==> config.mk <==
export PLATFORM = sky130hd
export DESIGN_NAME = lbus_sram_fifo
export DESIGN_NICKNAME = d
export VERILOG_FILES = /design/src/rtl/lbf_pkg.sv /design/src/rtl/lbf_decode.sv /design/src/rtl/lbf_state.sv /design/src/rtl/lbus_sram_fifo.sv
export SDC_FILE = /design/constraint.sdc
export NUM_CORES = 1
export LEC_CHECK = 0
export CAP_MARGIN = 25
export CORE_ASPECT_RATIO = 1.1
export CORE_UTILIZATION = 47
export CTS_CLUSTER_SIZE = 14
export DETAILED_ROUTE_END_ITERATION = 8
export GPL_TIMING_DRIVEN = 0
export PLACE_DENSITY = 0.89
export RECOVER_POWER = 50
export SLEW_MARGIN = 15
export SYNTH_ARGS = -nofsm -noshare
export SYNTH_HDL_FRONTEND = slang
export SYNTH_SLANG_ARGS = --single-unit
==> constraint.sdc <==
create_clock -name clk_i -period 8.5 [get_ports clk_i]
set_clock_uncertainty 0.15 [all_clocks]
set_input_delay 2.55 -clock clk_i [delete_from_list [all_inputs] [get_ports clk_i]]
set_output_delay 2.55 -clock clk_i [all_outputs]
set_load 0.03 [all_outputs]
==> src/rtl/lbf_pkg.sv <==
package lbf_pkg;
    typedef enum logic [1:0] {
        ACC_IDLE = 2'd0,
        ACC_CSR  = 2'd1,
        ACC_FIFO = 2'd2
    } acc_e;

    // register window word indices
    localparam int CSR_STATUS_IDX = 0;
    localparam int CSR_CTRL_IDX   = 1;
    // control word bit that empties the buffer
    localparam int CTRL_CLEAR_BIT = 0;
endpackage

==> src/rtl/lbf_decode.sv <==
module lbf_decode
    import lbf_pkg::*;
#(
    parameter int LA_W    = 23,
    parameter int SEL_BIT = 22,
    parameter int IDX_LO  = 2,
    parameter int IDX_HI  = 5
) (
    input  logic                     req_i,
    input  logic [LA_W-1:0]          addr_i,
    output acc_e                     acc_o,
    output logic [IDX_HI-IDX_LO:0]   idx_o
);
    // bits outside the window select and the register index are don't-care
    logic unused_addr_bits;
    assign unused_addr_bits = ^addr_i;

    always_comb begin
        acc_o = ACC_IDLE;
        if (req_i) begin
            acc_o = addr_i[SEL_BIT] ? ACC_FIFO : ACC_CSR;
        end
        idx_o = addr_i[IDX_HI:IDX_LO];
    end
endmodule

==> src/rtl/lbf_state.sv <==
module lbf_state #(
    parameter int PTR_W = 17
) (
    input  logic             clk_i,
    input  logic             rst_ni,
    input  logic             push_i,
    input  logic             pop_i,
    input  logic             clear_i,
    output logic [PTR_W-1:0] wr_ptr_o,
    output logic [PTR_W-1:0] rd_ptr_o,
    output logic [PTR_W:0]   count_o,
    output logic             empty_o,
    output logic             full_o,
    output logic             push_ok_o,
    output logic             pop_ok_o
);
    localparam int COUNT_W = PTR_W + 1;
    localparam int DEPTH   = 1 << PTR_W;

    typedef struct packed {
        logic [PTR_W-1:0]   wr_ptr;
        logic [PTR_W-1:0]   rd_ptr;
        logic [COUNT_W-1:0] count;
    } fst_t;

    fst_t st_d, st_q;
    logic push_ok, pop_ok, empty, full;

    always_comb begin
        empty   = (st_q.count == '0);
        full    = st_q.count[PTR_W];
        push_ok = push_i && !full;
        pop_ok  = pop_i && !empty;
        st_d    = st_q;
        if (clear_i) begin
            st_d = '0;
        end else begin
            if (push_ok) st_d.wr_ptr = st_q.wr_ptr + PTR_W'(1);
            if (pop_ok)  st_d.rd_ptr = st_q.rd_ptr + PTR_W'(1);
            case ({push_ok, pop_ok})
                2'b10:   st_d.count = st_q.count + COUNT_W'(1);
                2'b01:   st_d.count = st_q.count - COUNT_W'(1);
                default: st_d.count = st_q.count;
            endcase
        end
    end

    always_ff @(posedge clk_i or negedge rst_ni) begin
        if (!rst_ni) st_q <= '0;
        else         st_q <= st_d;
    end

    assign wr_ptr_o  = st_q.wr_ptr;
    assign rd_ptr_o  = st_q.rd_ptr;
    assign count_o   = st_q.count;
    assign empty_o   = empty;
    assign full_o    = full;
    assign push_ok_o = push_ok;
    assign pop_ok_o  = pop_ok;


    count_bound_chk: assert property (@(posedge clk_i) disable iff (!rst_ni)
        st_q.count <= COUNT_W'(DEPTH));


    no_overrun_chk: assert property (@(posedge clk_i) disable iff (!rst_ni)
        (full && push_i && !pop_i && !clear_i) |=> ($stable(st_q.count) && $stable(st_q.wr_ptr)));


    no_underrun_chk: assert property (@(posedge clk_i) disable iff (!rst_ni)
        (empty && pop_i && !push_i && !clear_i) |=> ($stable(st_q.count) && $stable(st_q.rd_ptr)));


    clear_zero_chk: assert property (@(posedge clk_i) disable iff (!rst_ni)
        clear_i |=> (st_q.count == '0 && st_q.wr_ptr == st_q.rd_ptr));
endmodule

==> src/rtl/lbus_sram_fifo.sv <==
module lbus_sram_fifo
    import lbf_pkg::*;
#(
    parameter int DATA_W  = 32,
    parameter int PTR_W   = 17,
    parameter int MEM_AW  = 18,
    parameter int LA_W    = 23,
    parameter int SEL_BIT = 22,
    parameter int IDX_LO  = 2,
    parameter int IDX_HI  = 5
) (
    input  logic              clk_i,
    input  logic              rst_ni,
    input  logic              lb_req_i,
    input  logic              lb_wr_i,
    input  logic [LA_W-1:0]   lb_addr_i,
    input  logic [DATA_W-1:0] lb_wdata_i,
    output logic              lb_ack_o,
    output logic [DATA_W-1:0] lb_rdata_o,
    output logic [MEM_AW-1:0] sram_addr_o,
    output logic [DATA_W-1:0] sram_wdata_o,
    output logic              sram_we_o,
    output logic              sram_oe_o,
    input  logic [DATA_W-1:0] sram_rdata_i,
    output logic [PTR_W:0]    fifo_count_o,
    output logic              fifo_empty_o,
    output logic              fifo_full_o
);
    localparam int IDX_W   = IDX_HI - IDX_LO + 1;
    localparam int COUNT_W = PTR_W + 1;

    typedef struct packed {
        logic              ack;
        logic              from_sram;
        logic [DATA_W-1:0] rdata;
    } rsp_t;

    acc_e             acc;
    logic [IDX_W-1:0] idx;
    logic             push, pop, clear;
    logic             push_ok, pop_ok, empty, full;
    logic [PTR_W-1:0] wr_ptr, rd_ptr;
    logic [PTR_W:0]   count;
    logic [DATA_W-1:0] status_word;
    rsp_t rsp_d, rsp_q;

    lbf_decode #(
        .LA_W(LA_W), .SEL_BIT(SEL_BIT), .IDX_LO(IDX_LO), .IDX_HI(IDX_HI)
    ) decode_i (
        .req_i (lb_req_i),
        .addr_i(lb_addr_i),
        .acc_o (acc),
        .idx_o (idx)
    );

    lbf_state #(.PTR_W(PTR_W)) state_i (
        .clk_i    (clk_i),
        .rst_ni   (rst_ni),
        .push_i   (push),
        .pop_i    (pop),
        .clear_i  (clear),
        .wr_ptr_o (wr_ptr),
        .rd_ptr_o (rd_ptr),
        .count_o  (count),
        .empty_o  (empty),
        .full_o   (full),
        .push_ok_o(push_ok),
        .pop_ok_o (pop_ok)
    );

    always_comb begin
        push  = (acc == ACC_FIFO) && lb_wr_i;
        pop   = (acc == ACC_FIFO) && !lb_wr_i;
        clear = (acc == ACC_CSR) && lb_wr_i && (idx == IDX_W'(CSR_CTRL_IDX))
                && lb_wdata_i[CTRL_CLEAR_BIT];

        status_word             = '0;
        status_word[COUNT_W-1:0] = count;
        status_word[DATA_W-2]   = full;
        status_word[DATA_W-1]   = empty;

        sram_addr_o  = pop ? MEM_AW'(rd_ptr) : MEM_AW'(wr_ptr);
        sram_wdata_o = lb_wdata_i;
        sram_we_o    = push_ok;
        sram_oe_o    = pop_ok;

        rsp_d.ack       = lb_req_i;
        rsp_d.from_sram = pop_ok;
        rsp_d.rdata     = '0;
        if ((acc == ACC_CSR) && !lb_wr_i && (idx == IDX_W'(CSR_STATUS_IDX))) begin
            rsp_d.rdata = status_word;
        end
    end

    always_ff @(posedge clk_i or negedge rst_ni) begin
        if (!rst_ni) rsp_q <= '0;
        else         rsp_q <= rsp_d;
    end

    assign lb_ack_o     = rsp_q.ack;
    assign lb_rdata_o   = rsp_q.from_sram ? sram_rdata_i : rsp_q.rdata;
    assign fifo_count_o = count;
    assign fifo_empty_o = empty;
    assign fifo_full_o  = full;


    strobe_excl_chk: assert property (@(posedge clk_i) disable iff (!rst_ni)
        !(sram_we_o && sram_oe_o));


    ack_follow_chk: assert property (@(posedge clk_i) disable iff (!rst_ni)
        lb_req_i |=> lb_ack_o);


    ack_quiet_chk: assert property (@(posedge clk_i) disable iff (!rst_ni)
        !lb_req_i |=> !lb_ack_o);


    csr_no_sram_chk: assert property (@(posedge clk_i) disable iff (!rst_ni)
        (lb_req_i && !lb_addr_i[SEL_BIT]) |-> (!sram_we_o && !sram_oe_o));


    underrun_zero_chk: assert property (@(posedge clk_i) disable iff (!rst_ni)
        (lb_req_i && lb_addr_i[SEL_BIT] && !lb_wr_i && fifo_empty_o) |=> (lb_rdata_o == '0));
endmodule

[After elaboration in Yosys (flattened, before gate mapping)]
Index checks and enable logic that the tools add are counted.
Cells by class
  equal/unequal tests: 5
  $add $sub $neg: 4
  multiplexer cells: 9
  reduce and logical (&&, ||, !) cells: 17
Operators with widths (number)
  32-bit 2-to-1 mux: 2
  52-bit 2-to-1 mux: 1
  17-bit 2-to-1 mux: 3
  18-bit case mux with 2 select lines: 1
  17-bit by 1-bit adder with 17-bit output (second input constant): 2
  18-bit by 1-bit adder with 18-bit output (second input constant): 1
  18-bit logical NOT: 1
  18-bit by 1-bit subtractor with 18-bit output (second input constant): 1
  1-bit logical AND: 9
  2-bit by 1-bit == test with 1-bit output (second input constant): 2
  2-bit == test (second input constant): 2
  4-bit by 1-bit == test with 1-bit output (second input constant): 1
  4-bit logical NOT: 1
  2-bit 2-to-1 mux: 2
  2-bit nonzero test: 2
  1-bit logical NOT: 3
  3-bit nonzero test: 1
Word-level totals
  word-level logic and storage cells: 41
  output and inout port bits: 105
  register bits after elaboration: 86
  input port bits: 91

[Longest topological paths before layout]
  word-level depth: 8
  mapped depth: 12
  depth with buffers taken out: 11

[Cells and area by module]
A second synthesis with hierarchy kept.
Second synthesis, totals
  cells, all modules: 498
  area, all modules: 4868.4 µm²
Modules (own cells, without submodules)
  lbf_state: cells an instance 350, times used 1, sequential area each 1301.2 µm², area each 3193.1 µm²
  lbus_sram_fifo: cells an instance 142, times used 1, sequential area each 550.5 µm², area each 1629.1 µm²
  lbf_decode: cells an instance 6, times used 1, sequential area each 0.0 µm², area each 46.3 µm²

[Least setup slack after synthesis]
Ideal clock, no wire load.
  path kind: input -> output
  from: in lb_wr_i
  to: out sram_addr_o[4]
  required time: 5.800 ns
  stages on the path: 4
  path buffers: 2
  setup slack: 1.913 ns
  data arrival time: 3.887 ns
  cell sequence: buf_2 > or2_2 > clkbuf_1 > o21ai_0
On the way
  longest elaborated chain between the ends: 3
Ends and longest elaborated chain
  start: declaration: RTL line lbus_sram_fifo.sv:15  | input logic lb_wr_i,
  1-bit logical NOT: RTL line lbus_sram_fifo.sv:73  | pop = (acc == ACC_FIFO) && !lb_wr_i;
  1-bit logical AND: RTL line lbus_sram_fifo.sv:73
  17-bit 2-to-1 mux: RTL line lbus_sram_fifo.sv:82  | sram_addr_o = pop ? MEM_AW'(rd_ptr) : MEM_AW'(wr_ptr);
  end: declaration: RTL line lbus_sram_fifo.sv:20  | output logic [MEM_AW-1:0] sram_addr_o,
No other way between the ends.

[Worst setup path after layout]
  from: in lb_req_i
  to: out sram_addr_o[8]
On the way
  longest elaborated chain between the ends: 4
Ends and longest elaborated chain
  start: declaration: RTL line lbus_sram_fifo.sv:14  | input logic lb_req_i,
  2-bit 2-to-1 mux: RTL line lbf_decode.sv:20  | if (req_i) begin
  2-bit == test: RTL line lbus_sram_fifo.sv:73
  1-bit logical AND: RTL line lbus_sram_fifo.sv:73
  17-bit 2-to-1 mux: RTL line lbus_sram_fifo.sv:82
No other way between the ends.

==> metrics.txt <==
# TYPE chip_impl_metric gauge
chip_impl_metric{name="placedInstanceArea",unit="mm2"} 0.006319
chip_impl_metric{name="fin_crit_sh",unit="%"} 92.35
chip_impl_metric{name="drt-pass1-iter-count",unit=""} 5
chip_impl_metric{name="maximum_number_of_pins_on_one_net_before_global_route_repair",unit=""} 43
chip_impl_metric{name="layout-area-overhead-vs-synth",unit="%"} 37.22
chip_impl_info{name="worst_path_most_repeated_cell",value="nand2_1"} 1
chip_impl_info{name="cts_tree",value="yes"} 1
chip_impl_metric{name="synth_edf_count",unit=""} 0
chip_impl_metric{name="max_freq",unit="MHz"} 127.4
chip_impl_metric{name="remaining_drc_errors",unit=""} 0
chip_impl_info{name="worstSetupPathType",value="primary input to primary output"} 1
chip_impl_metric{name="timing.setup.tns",unit="ps"} 0
chip_impl_metric{name="gp_congestion",unit=""} 0.8918
chip_impl_metric{name="clk_pin_slew",unit="ps"} 70
chip_impl_metric{name="grt-ovfl-total",unit=""} 0
chip_impl_metric{name="die_outline_width",unit="um"} 97.48
chip_impl_metric{name="postSynthNetCount",unit=""} 640
chip_impl_metric{name="flip_flop_and_latch_count_after_synthesis",unit=""} 73
chip_impl_metric{name="drt.antenna.violating_nets",unit=""} 0
chip_impl_metric{name="post_drt_via_cell_ratio",unit=""} 5.469
chip_impl_metric{name="slew_headroom",unit="%"} -52.13
chip_impl_metric{name="vias",unit=""} 4419
chip_impl_metric{name="clk_path_buf_depth",unit=""} 2
chip_impl_metric{name="async_reset_ff_share",unit="%"} 100.0
chip_impl_info{name="crit_chain",value="dlygate4sd3_1, nand2_1, nor2_1, clkbuf_1, nand2_1, nand2_1, clkdlybuf4s50_1"} 1
chip_impl_info{name="setup.worst_path.start_class",value="primary input"} 1
chip_impl_metric{name="design.portCount",unit=""} 196
chip_impl_metric{name="worst-slew-pin-transition",unit="ps"} 2282
chip_impl_metric{name="routedWlPerCell",unit="um"} 15.77
chip_impl_metric{name="cellPowerDensity",unit="mW/mm2"} 208.4
chip_impl_metric{name="vdd_drop_max",unit="uV"} 125.0
chip_impl_metric{name="grt_antenna_before_repair",unit=""} 0
chip_impl_info{name="cts-root-buf",value="clkbuf_8"} 1
chip_impl_metric{name="netlist-cell-type-count",unit=""} 54
chip_impl_metric{name="post-route-cell-area",unit="mm2"} 0.006467
chip_impl_metric{name="nNetsFinal",unit=""} 796
chip_impl_info{name="worst_hold_path_type",value="register to register"} 1
chip_impl_metric{name="finalCriticalPeriod",unit="ps"} 7850
chip_impl_metric{name="post-synth-top-area-fraction",unit="%"} 38.76
chip_impl_metric{name="antenna-diode-count",unit=""} 0
chip_impl_info{name="netlist_top_cells_count",value="nand2_1 (79), dfrtp_1 (73), nor2_1 (40)"} 1
chip_impl_metric{name="setup_violations",unit=""} 0
chip_impl_metric{name="cts_inserted_buffers",unit=""} 9
chip_impl_info{name="synth_top_cell_by_area",value="dfrtp_1"} 1
chip_impl_info{name="ys_dominant_reg_cell",value="dfrtp_1"} 1
chip_impl_metric{name="layout.filler_cells",unit=""} 742
chip_impl_metric{name="mapped_cell_area",unit="mm2"} 0.004713
chip_impl_info{name="critical-path-slowest-cell",value="clkdlybuf4s50_1"} 1
chip_impl_info{name="violations_in_the_final_reports",value="max-capacitance violations, max-slew violations"} 1
chip_impl_metric{name="dieArea",unit="mm2"} 0.01043
chip_impl_metric{name="grt_pass1_vias",unit=""} 4227
chip_impl_metric{name="multi_input_gate_area",unit="mm2"} 0.002484
chip_impl_metric{name="grt_first_pass_wirelength",unit="um"} 20470
chip_impl_metric{name="cts.repair_timing.setup_buffer_count",unit=""} 0
chip_impl_info{name="run_status",value="finished with violations"} 1
chip_impl_metric{name="postLayoutCoreUtil",unit="%"} 67.82
chip_impl_metric{name="floorplan.initialDensity",unit="%"} 49.42
chip_impl_metric{name="cts_resized",unit=""} 0
chip_impl_info{name="yosys-top-cells-area",value="dfrtp_1 (39%), nand2_1 (6.3%), buf_4 (5.6%), ha_1 (4.8%), mux2_2 (4.3%)"} 1
chip_impl_metric{name="synth_cells",unit=""} 530
chip_impl_metric{name="maxCapViolations",unit=""} 2
chip_impl_metric{name="groute.usage.overall",unit="%"} 24.50
chip_impl_metric{name="post-dp-hpwl",unit="um"} 9800
chip_impl_metric{name="hold_viol_final",unit=""} 0
chip_impl_metric{name="drt-initial-drc-count",unit=""} 225
chip_impl_metric{name="placement.io_buffers",unit=""} 144
chip_impl_metric{name="cp.required",unit="ps"} 5800
chip_impl_info{name="setup_repair_after_global_routing_missed_its_margin",value="false"} 1
chip_impl_metric{name="endpoint_arrival_time_on_the_critical_path",unit="ps"} 5150
chip_impl_metric{name="ys_seq_area_share",unit="%"} 38.76
chip_impl_metric{name="sequential_cell_area",unit="mm2"} 0.001827
chip_impl_metric{name="clk-insertion-delay-late",unit="ps"} 360
chip_impl_metric{name="cts_num_sinks",unit=""} 73
chip_impl_info{name="end_kind",value="primary output"} 1
chip_impl_metric{name="timing_max_transition_violations_final",unit=""} 76
chip_impl_metric{name="die-height",unit="um"} 107.0
chip_impl_metric{name="drive_gt1_share",unit="%"} 11.58
chip_impl_metric{name="core-area",unit="mm2"} 0.009537
chip_impl_info{name="yosysMostFrequentCell",value="nand2_1"} 1
chip_impl_metric{name="static-leakage-power",unit="uW"} 0.002992
chip_impl_metric{name="cts-htree-levels",unit=""} 3
chip_impl_metric{name="cts_hold_buffers_added",unit=""} 0
chip_impl_metric{name="post-layout-total-power",unit="uW"} 1348
chip_impl_metric{name="ys_warn_count",unit=""} 0
chip_impl_metric{name="slowest_delay",unit="ps"} 670
chip_impl_metric{name="row_count",unit=""} 37
chip_impl_metric{name="synth.avg_cell_area",unit="um2"} 8.893
chip_impl_metric{name="route.final.wire_length",unit="um"} 12750
chip_impl_metric{name="critical_path_fanouts_max",unit=""} 10
registers in the layout (all words and copies together) (netlist names):
signal,cells
state_i.wr_ptr_o,17
rsp_q,20
state_i.rd_ptr_o,17
state_i.count_o,18
lb_ack_o,1
critical path: cells and delay by family:
family / cells / cell delay [ps]
buf+inv: 3 / 1690
simple gates: 4 / 910
cell usage in the layout (no fill, tap or decap), types with 3 or more instances in the layout:
master / instances
buf_2: 5
o21a_1: 4
a21oi_1: 20
a21o_1: 7
xor2_1: 21
and2_0: 11
nor3_1: 7
inv_1: 10
dfrtp_1: 73
nand4_1: 11
o21ai_0: 23
and3_1: 4
nand2b_1: 3
and2_1: 20
nand3_1: 28
xnor2_1: 18
a211oi_1: 6
mux2_2: 18
buf_4: 35
clkbuf_8: 10
clkdlybuf4s50_1: 122
nor4_1: 9
dlygate4sd3_1: 21
clkbuf_1: 19
nor2_1: 42
or3_1: 6
ha_1: 18
o2111ai_1: 3
nand2_1: 79
power breakdown:
group | switching [uW] | total, uW | internal, uW
Clock | 126 | 271 | 144
Combinational | 341 | 584 | 243
Sequential | 87.7 | 493 | 405
Total | 555 | 1350 | 793
metal layers:
layer	wire length, um	track usage (%)	up-vias
met1	5229	30.80	2063
met3	813	3.977	34
met2	6299	41.76	203
li1	-	-	2119
met4	403	10.61	0
met5	0	0	-
kinds of logic (layout without fill, tap and decap cells):
family	after synthesis	count (layout)	synth area share, %
XOR/XNOR	39	39	7.247
buffers and inverters	65	226	8.336
AND/OR/NAND/NOR	231	231	24.21
adder cells (fa/ha/maj)	19	19	5.203
multiplexers	20	20	4.725
flip-flops	73	73	38.76
AO/OA/AOI/OAI	82	82	11.44
other	1	1	0.07956
layout make-up:
class / count / share of cell area (%)
clock inverters: 2 / 0.5804
clock buffers: 14 / 2.360
plain buffers: 53 / 5.204
flip-flops and latches: 73 / 28.25
well taps: 117 / 2.263
inverters: 12 / 0.6965
multi-input cells: 392 / 38.40
repair buffers: 145 / 22.25
stage by stage:
stage	cells	hold WS (ps)	setup slack, ps
after floorplan	530	354.4	1913
after global placement	791	372.9	937.0
after detailed placement	792	402.2	933.9
after CTS	808	420.3	916.6
after global routing	808	444.2	467.0
final	808	416.2	650.3
path summary, 6_finish.rpt:
check	startpoint	end	slack, ps	cells past startpoint
max	lb_req_i	sram_addr_o[8]	650	7
min	state_i.rd_ptr_o[16]$_DFFE_PN0P_	state_i.rd_ptr_o[16]$_DFFE_PN0P_	420	2
max reg2reg	state_i.count_o[3]$_DFFE_PN0P_	state_i.count_o[15]$_DFFE_PN0P_	4090	12
min reg2reg	state_i.rd_ptr_o[16]$_DFFE_PN0P_	state_i.rd_ptr_o[16]$_DFFE_PN0P_	420	2
max in group asynchronous	rst_ni	state_i.rd_ptr_o[13]$_DFFE_PN0P_	2900	2
min in group asynchronous	rst_ni	state_i.count_o[5]$_DFFE_PN0P_	2450	1
(Power assumes the default switching activity.)
